===== src/rtl/oag_pkg.sv =====
package oag_pkg;
  localparam int unsigned MODE_W = 4;
  localparam int unsigned SEL_W  = 2;
  localparam int unsigned N_SEL  = 1 << SEL_W;

  typedef enum logic [MODE_W-1:0] {
    AM_REG    = 4'd0,
    AM_IMM    = 4'd1,
    AM_RIND   = 4'd2,
    AM_DISP   = 4'd3,
    AM_IDX    = 4'd4,
    AM_DIR    = 4'd5,
    AM_MIND   = 4'd6,
    AM_PINC   = 4'd7,
    AM_PDEC   = 4'd8,
    AM_SCALED = 4'd9
  } amode_e;
endpackage


===== src/rtl/oag_calc.sv =====
module oag_calc
  import oag_pkg::*;
#(
  parameter int unsigned DW = 32
) (
  input  logic [MODE_W-1:0] mode,
  input  logic [SEL_W-1:0]  size_sel,
  input  logic [SEL_W-1:0]  scale_sel,
  input  logic [DW-1:0]     base,
  input  logic [DW-1:0]     index,
  input  logic [DW-1:0]     cval,
  output logic [DW-1:0]     res,
  output logic              res_is_addr,
  output logic              wb_en,
  output logic [DW-1:0]     wb_val,
  output logic              is_indirect
);
  logic [DW-1:0] idx_shl  [N_SEL];
  logic [DW-1:0] step_tab [N_SEL];

  for (genvar k = 0; k < N_SEL; k++) begin : g_sel
    assign idx_shl[k]  = index << k;
    assign step_tab[k] = DW'(1) << k;
  end

  logic [DW-1:0] idx_scaled;
  logic [DW-1:0] step;
  logic [DW-1:0] base_dec;
  assign idx_scaled = idx_shl[scale_sel];
  assign step       = step_tab[size_sel];
  assign base_dec   = base - step;

  always_comb begin
    res         = base;
    res_is_addr = 1'b0;
    wb_en       = 1'b0;
    wb_val      = base;
    is_indirect = 1'b0;
    case (mode)
      AM_REG:    begin res = base; res_is_addr = 1'b0; end
      AM_IMM:    begin res = cval; res_is_addr = 1'b0; end
      AM_RIND:   begin res = base; res_is_addr = 1'b1; end
      AM_DISP:   begin res = base + cval; res_is_addr = 1'b1; end
      AM_IDX:    begin res = base + index; res_is_addr = 1'b1; end
      AM_DIR:    begin res = cval; res_is_addr = 1'b1; end
      AM_MIND:   begin res = base; res_is_addr = 1'b1; is_indirect = 1'b1; end
      AM_PINC:   begin
        res = base; res_is_addr = 1'b1; wb_en = 1'b1; wb_val = base + step;
      end
      AM_PDEC:   begin
        res = base_dec; res_is_addr = 1'b1; wb_en = 1'b1; wb_val = base_dec;
      end
      AM_SCALED: begin res = cval + base + idx_scaled; res_is_addr = 1'b1; end
      default:   begin res = base; res_is_addr = 1'b0; end
    endcase
  end
endmodule


===== src/rtl/oag_ind_fsm.sv =====
module oag_ind_fsm #(
  parameter int unsigned DW = 32
) (
  input  logic          clk,
  input  logic          rst_n,
  input  logic          start,
  input  logic [DW-1:0] start_addr,
  input  logic          mem_rd_ack,
  input  logic [DW-1:0] mem_rd_data,
  output logic          busy,
  output logic          mem_rd_req,
  output logic [DW-1:0] mem_rd_addr,
  output logic          fin,
  output logic [DW-1:0] fin_data
);
  typedef enum logic {ST_IDLE = 1'b0, ST_WAIT = 1'b1} st_e;

  st_e           st_q, st_d;
  logic [DW-1:0] addr_q, addr_d;
  logic          addr_en;

  always_comb begin
    st_d    = st_q;
    addr_en = 1'b0;
    addr_d  = start_addr;
    case (st_q)
      ST_IDLE: if (start) begin st_d = ST_WAIT; addr_en = 1'b1; end
      ST_WAIT: if (mem_rd_ack) st_d = ST_IDLE;
      default: st_d = ST_IDLE;
    endcase
  end

  always_ff @(posedge clk or negedge rst_n) begin
    if (!rst_n) st_q <= ST_IDLE;
    else        st_q <= st_d;
  end

  always_ff @(posedge clk or negedge rst_n) begin
    if (!rst_n)       addr_q <= '0;
    else if (addr_en) addr_q <= addr_d;
  end

  assign busy        = (st_q == ST_WAIT);
  assign mem_rd_req  = (st_q == ST_WAIT);
  assign mem_rd_addr = addr_q;
  assign fin         = (st_q == ST_WAIT) && mem_rd_ack;
  assign fin_data    = mem_rd_data;
endmodule


===== src/rtl/oag_top.sv =====
module oag_top
  import oag_pkg::*;
#(
  parameter int unsigned DW = 32
) (
  input  logic              clk,
  input  logic              rst_n,
  input  logic              req_valid,
  input  logic [MODE_W-1:0] req_mode,
  input  logic [SEL_W-1:0]  req_size,
  input  logic [SEL_W-1:0]  req_scale,
  input  logic [DW-1:0]     base_val,
  input  logic [DW-1:0]     index_val,
  input  logic [DW-1:0]     const_val,
  output logic              busy,
  output logic              done,
  output logic [DW-1:0]     result,
  output logic              result_is_addr,
  output logic              base_wb_en,
  output logic [DW-1:0]     base_wb_val,
  output logic              mem_rd_req,
  output logic [DW-1:0]     mem_rd_addr,
  input  logic              mem_rd_ack,
  input  logic [DW-1:0]     mem_rd_data
);
  // reset: asserted asynchronously, released on a clock edge
  logic [1:0] rst_sync_q;
  logic       rst_int_n;
  always_ff @(posedge clk or negedge rst_n) begin
    if (!rst_n) rst_sync_q <= 2'b00;
    else        rst_sync_q <= {rst_sync_q[0], 1'b1};
  end
  assign rst_int_n = rst_sync_q[1];

  logic [DW-1:0] c_res, c_wb_val;
  logic          c_is_addr, c_wb_en, c_ind;

  oag_calc #(.DW(DW)) calc_i (
    .mode        (req_mode),
    .size_sel    (req_size),
    .scale_sel   (req_scale),
    .base        (base_val),
    .index       (index_val),
    .cval        (const_val),
    .res         (c_res),
    .res_is_addr (c_is_addr),
    .wb_en       (c_wb_en),
    .wb_val      (c_wb_val),
    .is_indirect (c_ind)
  );

  logic          accept, ind_start, fin;
  logic [DW-1:0] fin_data;
  logic          fsm_busy;

  assign accept    = req_valid && !fsm_busy && rst_int_n;
  assign ind_start = accept && c_ind;

  oag_ind_fsm #(.DW(DW)) ind_i (
    .clk         (clk),
    .rst_n       (rst_int_n),
    .start       (ind_start),
    .start_addr  (base_val),
    .mem_rd_ack  (mem_rd_ack),
    .mem_rd_data (mem_rd_data),
    .busy        (fsm_busy),
    .mem_rd_req  (mem_rd_req),
    .mem_rd_addr (mem_rd_addr),
    .fin         (fin),
    .fin_data    (fin_data)
  );

  logic          done_q, done_d;
  logic          wb_en_q, wb_en_d;
  logic [DW-1:0] res_q, res_d, wbv_q, wbv_d;
  logic          isa_q, isa_d;
  logic          out_en;

  always_comb begin
    done_d  = (accept && !c_ind) || fin;
    wb_en_d = accept && !c_ind && c_wb_en;
    out_en  = done_d;
    if (fin) begin
      res_d = fin_data;
      isa_d = 1'b1;
    end else begin
      res_d = c_res;
      isa_d = c_is_addr;
    end
    wbv_d = c_wb_val;
  end

  always_ff @(posedge clk or negedge rst_n) begin
    if (!rst_n) begin
      done_q  <= 1'b0;
      wb_en_q <= 1'b0;
    end else if (!rst_int_n) begin
      done_q  <= 1'b0;
      wb_en_q <= 1'b0;
    end else begin
      done_q  <= done_d;
      wb_en_q <= wb_en_d;
    end
  end

  always_ff @(posedge clk or negedge rst_n) begin
    if (!rst_n) begin
      res_q <= '0;
      isa_q <= 1'b0;
      wbv_q <= '0;
    end else if (out_en) begin
      res_q <= res_d;
      isa_q <= isa_d;
      wbv_q <= wbv_d;
    end
  end

  assign busy           = fsm_busy;
  assign done           = done_q;
  assign result         = res_q;
  assign result_is_addr = isa_q;
  assign base_wb_en     = wb_en_q;
  assign base_wb_val    = wbv_q;
endmodule


===== config.mk =====
export PLATFORM = sky130hd
export DESIGN_NAME = oag_top
export DESIGN_NICKNAME = d
export VERILOG_FILES = /design/src/rtl/oag_pkg.sv /design/src/rtl/oag_calc.sv /design/src/rtl/oag_ind_fsm.sv /design/src/rtl/oag_top.sv
export SDC_FILE = /design/constraint.sdc
export NUM_CORES = 1
export LEC_CHECK = 0
export ABC_AREA = 1
export BUFFER_PORTS_ARGS = -buffer_cell sky130_fd_sc_hd__buf_4
export CAP_MARGIN = 20
export CORE_MARGIN = 1
export CORE_UTILIZATION = 54
export CTS_CLUSTER_SIZE = 20
export DETAILED_ROUTE_END_ITERATION = 6
export GPL_TIMING_DRIVEN = 1
export PLACE_DENSITY = 0.85
export SLEW_MARGIN = 40
export SYNTH_ARGS = -nofsm -noshare
export SYNTH_HDL_FRONTEND = slang
export SYNTH_HIERARCHICAL = 1
export SYNTH_SLANG_ARGS = --single-unit

===== constraint.sdc =====
create_clock -name clk -period 1 [get_ports clk]
set_input_delay 0.1 -clock clk [delete_from_list [all_inputs] [get_ports clk]]
set_output_delay 0.1 -clock clk [all_outputs]
set_load 0.01 [all_outputs]

==> qor.yml, run 1 <==
synth_area_um2: 14700
synth_flop_cell: "dfrtp_1"
ys_seq_area_share_pct: 17.3
dp_cells: 3525
ys_warn_count: 6
io_pins: 241
cts_buffers: 9
track_usage_pct: 89.8
async_flop_share_pct: 100
ctsHtreeMaxLevel: 3
gp_congestion: 1.18
initial_core_util_pct: 54.8
cts_buffer_depth: 2
hpwl_um: 56300
portBuffers: 240
synth_seq_cells: 102
status: "did not finish"
die_w_um: 167
syn_nets: 2781
num_rows: 60
ys_types: 70
synth_area_leaders: "nand2_1 23%, dfrtp_1 17%, nand3_1 8.7%, ha_1 8.6%, nor2_1 6.2%"
avgSynthCellArea_um2: 5.81
stop_stage: "global routing (5_1_grt)"
dp_slack_ns: -2.58
yosysTopAreaCell: "nand2_1"
root_buffer: "clkbuf_16"
grt_pass1_wl_um: 194000
grt_remaining_overflow: 913
error: "[ERROR GRT-0116] Global routing finished with congestion. Check the congestion regions in the DRC Viewer."
dieHeight_um: 167
synth_edf_count: 0
grt_max_degree: 41
grt_pass1_vias: 30100
clock_sinks: 102
yosys.area.top_type_share_pct: 22.8
synthesis.instances: 2535
==> cell families after synthesis <==
kind of cell / Yosys count / synth area share [%]
AND/OR/NAND/NOR: 1534 / 44.5
AO/OA/AOI/OAI: 409 / 15.6
buffers and inverters: 342 / 10.7
adder cells (fa/ha/maj): 106 / 9.27
flip-flops: 102 / 17.3
XOR/XNOR: 39 / 2.37
multiplexers: 2 / 0.136
other: 1 / 0.0255
==> metrics by stage <==
stage | instance area, µm² | utilization [%] | setup TNS [ns]
4_1_cts | 24100 | 89.5 | -99.97
3_5_place_dp | 20900 | 77.9 | -140.64
3_3_place_gp | 20900 | 77.9 | -131.36
2_1_floorplan | 15300 | - | -89.55
==> Yosys cell counts (4+ instances only) <==
library cell,instances
nand2_1,893
nand3_1,256
nor2_1,244
inv_1,201
a21oi_1,156
o21ai_0,151
dfrtp_1,102
ha_1,101
buf_4,40
nor3_1,38
clkbuf_1,29
buf_2,28
o211ai_1,28
xor2_1,26
nand4_1,21
inv_2,20
o21ai_1,18
nand3b_1,15
xnor2_1,12
buf_6,11
nand2_2,10
nor2_2,10
a21o_1,9
nor4_1,9
o21bai_1,7
or2_2,6
a21oi_2,5
fa_1,5
nor2_4,5
a31oi_1,4
and2_1,4
buf_1,4
o21a_1,4
o221ai_1,4
==> routing by layer <==
metal  global-route usage, %  overflow
met1                    85.9        14
met2                     106       608
met4                    94.8       274
met3                    76.2        17
met5                    60.9         0
==> timing repair <==
item | CTS
pin swaps | 165
endpoints found under the hold margin | 70
buffers inserted | 120
resized for setup | 408
hold buffers | 2
gates cloned | 9
endpoints found under the setup margin | 190
==> run 2: changes to the inputs <==
--- a/config.mk
+++ b/config.mk
@@ -9,11 +9,10 @@
 export BUFFER_PORTS_ARGS = -buffer_cell sky130_fd_sc_hd__buf_4
 export CAP_MARGIN = 20
 export CORE_MARGIN = 1
-export CORE_UTILIZATION = 54
-export CTS_CLUSTER_SIZE = 20
+export CORE_UTILIZATION = 39
 export DETAILED_ROUTE_END_ITERATION = 6
 export GPL_TIMING_DRIVEN = 1
-export PLACE_DENSITY = 0.85
+export PLACE_DENSITY_LB_ADDON = 0.15
 export SLEW_MARGIN = 40
 export SYNTH_ARGS = -nofsm -noshare
 export SYNTH_HDL_FRONTEND = slang
==> constraint.sdc (replaced) <==
create_clock -name clk -period 1.3 [get_ports clk]
set_input_delay 0.13 -clock clk [delete_from_list [all_inputs] [get_ports clk]]
set_output_delay 0.13 -clock clk [all_outputs]
set_load 0.01 [all_outputs]
==> run 2 against run 1 <==
Compared with the run above:
- the flow now finishes, with violations (negative setup slack)
- synthesized cell count unchanged
- synthesized area did not move
==> qor.yml, run 2 <==
synthesis.instances: 2535
first_iter_violations: 2185
num_rows: 70
p_per_area_nw_per_um2: 884
ys_types: 70
synth_area_leaders: "nand2_1 23%, dfrtp_1 17%, nand3_1 8.7%, ha_1 8.6%, nor2_1 6.2%"
initial_core_util_pct: 39.9
cts_buffers: 9
period_needed_ns: 3.21
fin_total_pwr_mw: 22.9
synth_seq_cells: 102
synth.most_common_cell: "nand2_1"
layout_commonest_cell: "buf_4"
die-area_um2: 38500
dr.pass1.iters: 6
core-area_um2: 36900
wl_um: 85100
crit_type: "input pin to register"
cts_buffer_depth: 2
critPathCaptureType: "register"
rsz0062_at_grt: "true"
ys_seq_area_share_pct: 17.3
setup_ws_ns: -1.91
ant_nets: 0
num_vias: 21700
synth_edf_count: 0
drv_cap: 0
synth_area_um2: 14700
crit_required_ns: 1.59
cp-start-kind: "input pin"
fin_skew_ns: 0.0183
power.share.clock_pct: 13.2
grt_remaining_overflow: 0
ys_warn_count: 6
dp_slack_ns: -2.44
status: "finished with violations"
netSwitchingFraction_pct: 45.0
grt_pass1_vias: 20900
yosys-top-cells-count: "893 x nand2_1, 256 x nand3_1, 244 x nor2_1"
insertion_delay_ns: 0.41
comb_power_share_pct: 68.4
layout-area-overhead-vs-synth_pct: 76.0
avgSynthCellArea_um2: 5.81
synth_flop_cell: "dfrtp_1"
async_flop_share_pct: 100
clkTransAtPathRegs_ns: 0.09
antenna_found_initial: 1
whs_ns: 0.00901
nFillCells: 3085
portBuffers: 240
via_per_inst: 5.56
worstHoldPathType: "input pin to register"
final_nets: 3629
track_usage_pct: 42.6
leakage_nw: 12.8
final_cell_mix: "835 x buf_4, 741 x nand2_1, 195 x nand3_1"
dieHeight_um: 196
cts_tree: "yes"
wire_per_inst_um: 21.8
root_buffer: "clkbuf_16"
clock_sinks: 102
power_switching_mw: 10.3
violations: "negative setup slack"
post-route-period-util_pct: 247
syn_nets: 2781
io_pins: 241
gp_congestion: 1.00
drive_above_1_share_pct: 45.2
hold_viol_final: 0
grt_max_degree: 43
fmax_mhz: 312
drc: 0
die_w_um: 196
ctsHtreeMaxLevel: 3
yosysTopAreaCell: "nand2_1"
setup_viol: 99
grt_pass1_wl_um: 123000
slew_violations: 0
critPathArrivalTime_ns: 3.50
hpwl_um: 63800
yosys.area.top_type_share_pct: 22.8
ir_worst_vdd_uv: 583
power.share.sequential_pct: 18.4
slew_headroom_pct: 58.0
worstPathMaxFanout: 4
p_int_mw: 12.6
worst_pin_slew_ns: 0.625
-- run 2: through the flow --
stage                     instances  TNS, ns  utilization, %  area [µm²]
after floorplan                2535   -61.56               -       15300
after global placement         3757  -110.54            58.8       21700
after detailed placement       3757  -115.03            58.8       21700
after CTS                      3856   -73.25            66.2       24400
after global routing           3893   -91.17            70.2       25900
final                          3895   -82.06            70.2       25900
-- run 2: path summary, 6_finish.rpt --
| path | startpoint | end | slack, ns | cells after the start |
|---|---|---|---|---|
| min | mem_rd_data[30] | result[30] | 0.009 | 5 |
| min reg2reg | rst_sync_q[0] | rst_sync_q[1] | 0.36 | 0 |
| max | base_val[1] | result[9] | -1.91 | 23 |
| min in group asynchronous | rst_n | base_wb_val[31] | 0.13 | 2 |
| max in group asynchronous | rst_sync_q[1] | ind_i/busy | 0.48 | 1 |
| max reg2reg | ind_i/busy | base_wb_val[5] | -0.28 | 7 |
-- run 2: kinds of logic (layout without fill, tap and decap cells) --
family,Yosys count,count (layout),synth area share (%)
and+or+nand+nor,1534,1538,44.5
AOI/OAI and AO/OA,409,409,15.6
buffers and inverters,342,1191,10.7
adders and majority gates,106,106,9.27
DFF,102,102,17.3
xor gates and xnor gates,39,39,2.37
muxes,2,2,0.136
other,1,4,0.0255
-- run 2: repair_timing --
| action | 4_1_cts | 5_1_grt |
|---|---|---|
| resized for setup | 362 | 289 |
| hold buffers | 2 | 0 |
| gates cloned | 11 | 3 |
| setup endpoints to repair | 99 | 102 |
| pin swaps | 198 | 177 |
| buffers inserted | 74 | 50 |
| hold endpoints to repair | 70 | 0 |
-- run 2: power by group through the flow --
stage	registers [mW]	clock network (mW)	logic [mW]
after detailed placement	4.20	0	11.9
after global routing	4.27	3.13	16.6
after CTS	4.17	3.03	14.0
after floorplan	4.44	0	5.55
after global placement	4.18	0	11.8
final	4.22	3.02	15.6
-- run 2: critical path: stages --
cell	delay, ns
buf_4	0.11
inv_1	0.09
fa_2	0.40
nand3b_1	0.21
nand2_4	0.13
a21boi_4	0.09
buf_6	0.13
o21ai_4	0.15
buf_4	0.16
xor2_4	0.18
ha_4	0.27
a21oi_4	0.18
o21ai_2	0.11
o21bai_4	0.22
or2_4	0.24
nand3_1	0.09
nand2_1	0.07
nor2_1	0.10
o211ai_1	0.18
nand2_1	0.11
nand2_1	0.05
nand2_1	0.06
nand2_1	0.04
-- run 2: metal layers --
metal / share of wire (%) / global-route usage, %
met3: 9.0 / 6.88
met4: 8.3 / 30.2
met1: 39 / 52.5
met5: 0 / 0
met2: 44 / 67.5
-- run 2: layout make-up --
class	instances	area, µm²	share of cell area, %
Antenna cell	3	7.51	0.0290
Clock buffer	10	229	0.884
Clock inverter	6	91.3	0.353
Inverter	228	931	3.59
Multi-Input combinational cell	2095	13600	52.5
Sequential cell	102	2560	9.87
Tap cell	504	631	2.43
Timing Repair Buffer	947	7860	30.3
Note: power is estimated with default switching activity, not from simulation.
==> run 3: changes to the inputs <==
--- a/config.mk
+++ b/config.mk
@@ -13,6 +13,7 @@
 export DETAILED_ROUTE_END_ITERATION = 6
 export GPL_TIMING_DRIVEN = 1
 export PLACE_DENSITY_LB_ADDON = 0.15
+export REMOVE_ABC_BUFFERS = 1
 export SLEW_MARGIN = 40
 export SYNTH_ARGS = -nofsm -noshare
 export SYNTH_HDL_FRONTEND = slang
==> run 3 against run 2 <==
Compared with the run above:
- setup slack lost 0.0074 ns
- die area unchanged
- combinational power about the same
- first-iteration DRC count decreased by 21%
- clock power shrank 6%
- global-route usage down 4.0 points
- the flow still finishes with violations (negative setup slack)
- largest power group unchanged
- total power down 0.85%
- wire length down 3.9%
- critical path depth is 3 higher
- clock-buffer cell count unchanged
==> qor.yml, run 3 (synthesized netlist as in run 2, its figures left out) <==
via_per_inst: 5.55
grt_max_degree: 45
num_antenna_cells: 0
cp-startpoint: "base_val[0]"
io_pins: 241
critPathArrivalTime_ns: 3.50
die_w_um: 196
drv_cap: 0
fmax_mhz: 311
dieHeight_um: 196
cp-start-kind: "input pin"
post-route-period-util_pct: 247
grt_pass1_wl_um: 113000
rr_startpoint: "ind_i/busy"
violations: "negative setup slack"
worst_pin_slew_ns: 0.530
insertion_delay_ns: 0.39
num_vias: 21600
drive_above_1_share_pct: 44.9
rsz0062_at_grt: "true"
ir_worst_vdd_uv: 749
critPathCaptureType: "register"
num_rows: 70
fin_cells: 3894
portBuffers: 240
gp_congestion: 1.02
dr.pass1.iters: 5
die-area_um2: 38500
cp_num_buf_inv: 3
whs_ns: 0.0217
grt_remaining_overflow: 0
track_usage_pct: 38.5
cpMostUsedCell: "nand2_1"
crit_type: "input pin to register"
slew_violations: 0
slew_headroom_pct: 64.6
antenna_found_initial: 2
dp_slack_ns: -2.78
drc: 0
dpl-instance-area_um2: 21400
setup_ws_ns: -1.92
dp_cells: 3800
p_per_area_nw_per_um2: 881
wire_per_inst_um: 21.0
hpwl_um: 61300
crit_family: "simple AND/OR/NAND/NOR gates"
final_nets: 3631
hp-start: "mem_rd_data[22]"
fin_skew_ns: 0.0174
fin_total_pwr_mw: 22.7
cts_buffer_depth: 2
slowest_stage: "ha_4"
initial_core_util_pct: 39.9
cts_buffers: 9
wl_um: 81700
cts_tree: "yes"
grt_pass1_vias: 20700
hold_viol_final: 0
ant_nets: 0
leakage_nw: 12.8
fin_area_um2: 25800
layout_commonest_cell: "buf_4"
crit_required_ns: 1.58
setup_viol: 93
layout-area-overhead-vs-synth_pct: 75.1
final_cell_mix: "837 x buf_4, 764 x nand2_1, 211 x nand3_1"
worstPathMaxFanout: 4
status: "finished with violations"
clock_sinks: 102
clkTransAtPathRegs_ns: 0.09
first_iter_violations: 1716
crit_path_max_incr_delay_ns: 0.36
root_buffer: "clkbuf_16"
core-area_um2: 36900
period_needed_ns: 3.22
ctsHtreeMaxLevel: 3
worstHoldPathType: "input pin to register"
## run 3: cell type report
cell class / count / area, µm²
repair buffers: 949 / 7810
flip-flops and latches: 102 / 2550
well taps: 504 / 631
clock buffers: 10 / 239
multi-input cells: 2095 / 13600
fillers: 3120 / 11100
clock inverters: 6 / 52.6
inverters: 228 / 910
## run 3: report_power, final
| group | leakage [nW] | internal, mW | switching, mW |
|---|---|---|---|
| logic | 11.4 | 7.34 | 8.33 |
| registers | 1.29 | 3.76 | 0.410 |
| clock network | 0.142 | 1.39 | 1.46 |
| total | 12.8 | 12.5 | 10.2 |
## run 3: path summary, 6_finish.rpt
check | slack [ns] | cells after the start | to
worst min register to register | 0.30 | 1 | ind_i/busy
min in group asynchronous | 0.20 | 2 | result[4]
worst min-delay path | 0.02 | 5 | result[22]
worst max-delay path | -1.92 | 26 | result[12]
max in group asynchronous | 0.54 | 3 | result[27]
worst max register to register | -0.11 | 7 | ind_i/mem_rd_addr[18]
## run 3: metal layers
layer	vias up	routed length (µm)	track usage, %
met1	10100	31500	49.7
met2	1125	37700	64.0
met4	4	4950	17.0
met5	-	27	0
li1	10000	-	-
met3	338	7520	5.09
## run 3: through the flow
step                util, %  setup TNS [ns]
finish                 69.9          -81.23
global route           69.9          -90.68
CTS                    64.5          -69.80
detailed placement     58.0         -122.83
global placement       58.0         -115.41
floorplan                 -         -212.62
## run 3: worst min-delay path, cell delays in order
cell,delay [ns]
buf_4,0.07
nand2_1,0.04
nand2_1,0.05
nand2_1,0.04
nand2_1,0.05
## run 3: what timing repair did
action                     4_1_cts  5_1_grt
buffers inserted                31       47
setup endpoints to repair       94       99
resized for setup              406      391
pin swaps                      180      215
cloned                           0       11
hold endpoints to repair        70        0
hold buffers                     2        0
